### config.mk
export PLATFORM = sky130hd
export DESIGN_NAME = lsm_seq
export DESIGN_NICKNAME = d
export VERILOG_FILES = /design/src/rtl/lsm_pkg.sv /design/src/rtl/lsm_popcount.sv /design/src/rtl/lsm_pick_low.sv /design/src/rtl/lsm_addr_calc.sv /design/src/rtl/lsm_seq.sv
export SDC_FILE = /design/constraint.sdc
export NUM_CORES = 1
export LEC_CHECK = 0
export ABC_AREA = 1
export BUFFER_PORTS_ARGS = -buffer_cell sky130_fd_sc_hd__buf_4
export CAP_MARGIN = 10
export CORE_ASPECT_RATIO = 0.6
export CORE_MARGIN = 2
export CORE_UTILIZATION = 65
export CTS_CLUSTER_SIZE = 20
export DETAILED_ROUTE_END_ITERATION = 10
export PLACE_DENSITY_LB_ADDON = 0.08
export SYNTH_ARGS = -nofsm -noshare
export SYNTH_HDL_FRONTEND = slang
export SYNTH_HIERARCHICAL = 1
export SYNTH_SLANG_ARGS = --single-unit
### constraint.sdc
create_clock -name clk -period 9.2 [get_ports clk]
set_clock_uncertainty 0.2 [all_clocks]
set_input_delay 0.92 -clock clk [delete_from_list [all_inputs] [get_ports clk]]
set_output_delay 0.92 -clock clk [all_outputs]
set_load 0.05 [all_outputs]
### src/rtl/lsm_pkg.sv
package lsm_pkg;
  typedef enum logic [1:0] {
    MODE_INC_AFTER  = 2'd0,
    MODE_INC_BEFORE = 2'd1,
    MODE_DEC_AFTER  = 2'd2,
    MODE_DEC_BEFORE = 2'd3
  } step_mode_e;

  typedef enum logic [1:0] {
    ST_IDLE = 2'd0,
    ST_RUN  = 2'd1,
    ST_FIN  = 2'd2
  } seq_state_e;
endpackage

### src/rtl/lsm_popcount.sv
module lsm_popcount #(
  parameter int W  = 16,
  parameter int CW = $clog2(W + 1)
) (
  input  logic [W-1:0]  bits,
  output logic [CW-1:0] count
);
  always_comb begin
    count = '0;
    for (int i = 0; i < W; i++) count = count + CW'(bits[i]);
  end
endmodule

### src/rtl/lsm_pick_low.sv
module lsm_pick_low #(
  parameter int W  = 16,
  parameter int IW = $clog2(W)
) (
  input  logic [W-1:0]  bits,
  output logic [IW-1:0] idx,
  output logic          any
);
  always_comb begin
    idx = '0;
    any = 1'b0;
    for (int i = W - 1; i >= 0; i--) begin
      if (bits[i]) begin
        idx = IW'(i);
        any = 1'b1;
      end
    end
  end
endmodule

### src/rtl/lsm_addr_calc.sv
module lsm_addr_calc
  import lsm_pkg::*;
#(
  parameter int AW         = 32,
  parameter int CW         = 5,
  parameter int WORD_BYTES = 4
) (
  input  logic [AW-1:0] base,
  input  logic [CW-1:0] count,
  input  step_mode_e    mode,
  output logic [AW-1:0] start,
  output logic [AW-1:0] final_base
);
  localparam logic [AW-1:0] STEP = AW'(WORD_BYTES);
  logic [AW-1:0] span;
  assign span = AW'(count) * STEP;

  always_comb begin
    unique case (mode)
      MODE_INC_AFTER:  start = base;
      MODE_INC_BEFORE: start = base + STEP;
      MODE_DEC_AFTER:  start = base - span + STEP;
      default:         start = base - span;
    endcase
    final_base = mode[1] ? (base - span) : (base + span);
  end
endmodule

### src/rtl/lsm_seq.sv
module lsm_seq
  import lsm_pkg::*;
#(
  parameter int AW         = 32,
  parameter int NREG       = 16,
  parameter int WORD_BYTES = 4,
  parameter int IW         = $clog2(NREG),
  parameter int CW         = $clog2(NREG + 1)
) (
  input  logic            clk,
  input  logic            rst,
  input  logic            req_valid,
  output logic            req_ready,
  input  logic [AW-1:0]   req_base,
  input  logic [NREG-1:0] req_mask,
  input  logic [1:0]      req_mode,
  input  logic            req_wb,
  input  logic            req_load,
  output logic            mem_valid,
  input  logic            mem_ready,
  output logic [AW-1:0]   mem_addr,
  output logic [IW-1:0]   mem_idx,
  output logic            mem_load,
  output logic            done,
  output logic            wb_valid,
  output logic [AW-1:0]   wb_value
);
  localparam logic [AW-1:0] STEP = AW'(WORD_BYTES);

  seq_state_e      state_q;
  logic [NREG-1:0] pend_q, pend_nx, pick_in;
  logic [AW-1:0]   addr_q, wbval_q;
  logic [IW-1:0]   idx_q, pick_idx;
  logic            pick_any;
  logic            load_q, wb_q, done_q, wbv_q;
  logic [CW-1:0]   req_cnt;
  logic [AW-1:0]   start_addr, final_base;
  logic            accept, hs;

  assign accept = req_valid && (state_q == ST_IDLE);
  assign hs     = mem_ready && (state_q == ST_RUN);

  lsm_popcount #(.W(NREG), .CW(CW)) u_cnt (
    .bits(req_mask), .count(req_cnt)
  );

  lsm_addr_calc #(.AW(AW), .CW(CW), .WORD_BYTES(WORD_BYTES)) u_calc (
    .base(req_base), .count(req_cnt), .mode(step_mode_e'(req_mode)),
    .start(start_addr), .final_base(final_base)
  );

  always_comb begin
    pend_nx = pend_q;
    pend_nx[idx_q] = 1'b0;
  end

  assign pick_in = (state_q == ST_IDLE) ? req_mask : pend_nx;

  lsm_pick_low #(.W(NREG), .IW(IW)) u_pick (
    .bits(pick_in), .idx(pick_idx), .any(pick_any)
  );

  always_ff @(posedge clk) begin
    if (rst) begin
      state_q <= ST_IDLE;
      pend_q  <= '0;
      addr_q  <= '0;
      idx_q   <= '0;
      load_q  <= 1'b0;
      wb_q    <= 1'b0;
      wbval_q <= '0;
      done_q  <= 1'b0;
      wbv_q   <= 1'b0;
    end else begin
      done_q <= 1'b0;
      wbv_q  <= 1'b0;
      unique case (state_q)
        ST_IDLE: begin
          if (accept) begin
            pend_q  <= req_mask;
            addr_q  <= start_addr;
            idx_q   <= pick_idx;
            load_q  <= req_load;
            wb_q    <= req_wb;
            wbval_q <= final_base;
            if (pick_any) begin
              state_q <= ST_RUN;
            end else begin
              state_q <= ST_FIN;
              done_q  <= 1'b1;
              wbv_q   <= req_wb;
            end
          end
        end
        ST_RUN: begin
          if (hs) begin
            pend_q <= pend_nx;
            if (pick_any) begin
              addr_q <= addr_q + STEP;
              idx_q  <= pick_idx;
            end else begin
              state_q <= ST_FIN;
              done_q  <= 1'b1;
              wbv_q   <= wb_q;
            end
          end
        end
        default: state_q <= ST_IDLE;
      endcase
    end
  end

  assign req_ready = (state_q == ST_IDLE);
  assign mem_valid = (state_q == ST_RUN);
  assign mem_addr  = addr_q;
  assign mem_idx   = idx_q;
  assign mem_load  = load_q;
  assign done      = done_q;
  assign wb_valid  = wbv_q;
  assign wb_value  = wbval_q;
endmodule

==> results.txt <==
The cell count after synthesis came out at 1784. The synthesized-area fraction occupied by and/or/nand/nor cells is 0.4781, and the number of clock sinks is 90. The run gives 0.36 ns as the latest clock arrival within the worst-skew pair. Worst IR drop on VDD: 0.0004423 V.

The count of nets left with antenna violations once routing finished came out at 0. In the routed design, unresolved DRC markers number 0. In this run the worst path has a maximum fanout of 7. The tools report the beginning of the worst hold path as wb_q. For this run, the post-layout net count is 1938. The number of setup buffers added after CTS is 0. The total number of yosys warnings is 6, and the maximum level of the CTS H-tree is 3.

The logs give 7.40 ns for the data arrival at the endpoint of the critical path and 35 for the number of rows in the core area. Dividing the synthesized area by the synthesized cell count gives 5.599 µm². The run gives 0.6340 as the routing usage on met1. The most heavily used metal layer in global routing was met1.

The die covers 16410 µm². Setup total negative slack on the finished layout was measured at 0 ns. The max-slew headroom at the worst pin was 0.1878; the count of flip-flops with a built-in enable after synthesis was 0.

The number of global-route vias before repair is 10560, and the number of buffers between clock root and the deepest sink is 2. For this block, the initial DRC count from the detailed router was 2219. In this run the count of I/O pins placed on the die edge is 129. The met2 capacity usage during global routing is 0.6112, and the total wire length is 35490 µm. The tools report the reg-to-reg critical path startpoint as state_q[1]. The setup slack after placement was 1.690 ns. The cell that appears most often on the critical path is sky130_fd_sc_hd__nand2_1. The synthesized netlist occupies a cell area of 9988 µm². The sequential area share after synthesis is 0.1804.

Dividing total power by cell area gives a power density of 190.6 nW/µm². The clock input transition at the sequential cells of the worst setup and hold paths was 0.08 ns. Synthesis inferred 90 register bits. Highest-delay cell along the critical path: sky130_fd_sc_hd__fa_1. Subtracting the final worst setup slack from the clock period gives 7.318 ns. For the worst slack on hold paths, the log shows 0.3042 ns. The filler cells instantiated in the layout total 1343. The final period utilization is 0.7955, and the post-cts sizing count is 0. The area share of xor/xnor cells in the synthesized design is 0.02280, and the CTS buffer count is 9.

The critical path contains buffers and inverters numbering 4 combined. The fraction of registers with async set or reset after synthesis was 0. The run gives 0.6573 as the initial core utilization.

The kind of start point of the critical path is an input pin. The number of buffers added to fix hold violations after cts is 0, and the post-synthesis to final-layout area growth is 11.41%. The HPWL after detailed placement is 27210 µm. On the worst path, the slowest cell contributes a delay of 0.53 ns. The most used flip-flop cell after synthesis is sky130_fd_sc_hd__dfxtp_1. The mux cell area share after synthesis is 0.002130.

The first detailed-routing pass took 9 iterations. Across the whole layout, storage elements account for 1802 µm². The tools report the met3 capacity usage during global routing as 0.1124. The analysis attributes to cell leakage a power of 5.201 nW. The adder-cell area share of the yosys netlist is 0.05612, and the area share of the largest cell type after synthesis is 0.1965.

The critical path in this run is classified as input pin to register. The final number of max-transition violations came out at 0. The wire length per cell after detailed routing came out at 17.29 µm.

The most area-hungry cell type in the Yosys netlist is sky130_fd_sc_hd__nand2_1. The path class of the tightest hold or removal check is register to register. STA classifies the critical path endpoint as a register.

The share of the synthesized area in compound gates (AO/OA/AOI/OAI) came out at 0.1506. For this block, the via count after detailed routing is 12480. Tracing the worst setup path back leads to its startpoint at req_mask[0]. Initial antenna violation count: 1. Setup repair after global routing left no endpoint under its margin.

STA puts the critical path data required time at 9.29 ns. Buffers placed on the I/O ports in this run total 128. The netlist uses 48 different library cells.

The total track usage was 0.4253. The final-report hold violation count is 0. In this run the clock root is driven by a sky130_fd_sc_hd__clkbuf_16.

In the final layout, the multi-input gates occupy 7089 µm². Across the run, the number of max-cap violations was 0. The fraction of final layout cells with drive strength greater than 1 works out to 0.1405. The first global-routing pass estimated 55320 µm of wire. At the pin with the least slew margin, the transition time is 1.218 ns. Once routing completed, OpenROAD measured the worst setup slack at 1.882 ns. The run gives 15200 µm² as the area inside the core boundary. Setup violations remaining at the end of the flow were counted as 0. The die extent in y came out at 100.0 µm.

TritonCTS built the clock tree. The congestion estimate from routability-driven global placement came to 1.021. The die width came out at 164.0 µm. For this run the aggregate overflow at the end of global routing stands at 0.

Static timing analysis puts the maximum clock frequency at 136.6 MHz. After synthesis, the cell types taking the most area are sky130_fd_sc_hd__nand2_1 20%, sky130_fd_sc_hd__dfxtp_1 18%, sky130_fd_sc_hd__nor2_1 10%. Entering global routing, the biggest net connects 49 pins. The cell family with the largest share of critical-path delay is adder cells. The number of nets produced by synthesis is 1877. The flow ran to the end, and the final reports show no timing, DRC or antenna violations. The repair_antennas step left the layout with diodes totalling 0. After synthesis, the largest family of logic cells by area is simple AND/OR/NAND/NOR gates. After detailed routing, the number of vias per cell comes to 6.077.
## layer usage
layer  routed length [µm]  vias up  share of wire
met4                  830        0          0.023
met5                    0        -              0
met1                15050     5626           0.42
li1                     -     5844              -
met3                 5391       96           0.15
met2                14220      910           0.40
## sequential cells by signal, summed over array words and instances (netlist names)
register and flops:
done 1, mem_load 1, mem_idx 4, wb_value 32, wb_valid 1, wb_q 1, state_q 2, mem_addr 32
pend_q 16
## kinds of logic (layout without fill, tap and decap cells)
kind of cell | count (synthesis) | after routing
adders and majority gates | 37 | 37
xor gates and xnor gates | 26 | 26
muxes | 2 | 2
buffers and inverters | 264 | 330
and+or+nand+nor | 1092 | 1092
DFF | 90 | 90
AOI/OAI and AO/OA | 273 | 273
## area by class of cell
cell class | instances | share of cell area
clock buffers | 9 | 0.02024
inverters | 180 | 0.06071
well taps | 203 | 0.02282
flip-flops and latches | 90 | 0.1619
clock inverters | 7 | 0.006859
repair buffers | 134 | 0.09040
multi-input cells | 1430 | 0.6371
## tightest hold or removal path, cell delays in order, from the launching register on
cell and delay, ns:
sky130_fd_sc_hd__dfxtp_1 0.33, sky130_fd_sc_hd__nand2_1 0.07, sky130_fd_sc_hd__a21oi_1 0.06
## layout by cell type, fill, tap and decap left out, types with 5 or more instances in the layout
cell type / count
sky130_fd_sc_hd__inv_1: 159
sky130_fd_sc_hd__ha_1: 24
sky130_fd_sc_hd__dfxtp_1: 90
sky130_fd_sc_hd__a21oi_1: 103
sky130_fd_sc_hd__buf_4: 134
sky130_fd_sc_hd__nand2_2: 31
sky130_fd_sc_hd__o21ai_1: 32
sky130_fd_sc_hd__clkbuf_16: 9
sky130_fd_sc_hd__inv_2: 19
sky130_fd_sc_hd__nor2_2: 23
sky130_fd_sc_hd__nand4_1: 30
sky130_fd_sc_hd__and2_1: 7
sky130_fd_sc_hd__a22oi_1: 7
sky130_fd_sc_hd__a31oi_1: 18
sky130_fd_sc_hd__nand2_1: 523
sky130_fd_sc_hd__o21ai_0: 80
sky130_fd_sc_hd__nor2_1: 271
sky130_fd_sc_hd__nand3_1: 152
sky130_fd_sc_hd__a21boi_0: 14
sky130_fd_sc_hd__nor2_4: 15
sky130_fd_sc_hd__nand3_2: 6
sky130_fd_sc_hd__nor3_1: 16
sky130_fd_sc_hd__fa_1: 13
sky130_fd_sc_hd__xor2_1: 23
sky130_fd_sc_hd__nor4_1: 5
## power by group
part / internal (mW) / total, mW / leakage, nW / switching, mW
Sequential: 0.432 / 0.470 / 0.743 / 0.0387
Clock: 0.214 / 0.401 / 0.148 / 0.186
Combinational: 0.380 / 1.25 / 4.31 / 0.870
## path summary, 6_finish.rpt
path | slack (ns) | depth (start not counted) | end
setup / recovery | 1.88 | 31 | mem_addr[26]
hold / removal | 0.30 | 2 | wb_q
setup reg to reg | 5.39 | 14 | mem_addr[13]
hold reg to reg | 0.30 | 2 | wb_q
## cell usage after synthesis, drive strengths merged (7+ instances only)
| library cell | instances |
|---|---|
| o21ai | 114 |
| ha | 24 |
| xor2 | 23 |
| nand2 | 557 |
| inv | 178 |
| a21boi | 14 |
| dfxtp | 90 |
| clkbuf | 44 |
| a21oi | 107 |
| nand3 | 158 |
| nand4 | 30 |
| nor2 | 311 |
| nor3 | 16 |
| a22oi | 7 |
| and2 | 7 |
| buf | 40 |
| fa | 13 |
| a31oi | 18 |
## per-stage QoR
| stage | utilization | cells | area (µm²) | power, mW |
|---|---|---|---|---|
| after CTS | 0.7323 | 2053 | 11130 | 2.071 |
| after global placement | 0.7125 | 2037 | 10830 | 1.637 |
| after detailed placement | 0.7125 | 2037 | 10830 | 1.677 |
| final | 0.7323 | 2053 | 11130 | 2.121 |
| after floorplan | - | 1784 | 9988 | 1.376 |
| after global routing | 0.7323 | 2053 | 11130 | 2.241 |
(Power assumes the default switching activity.)
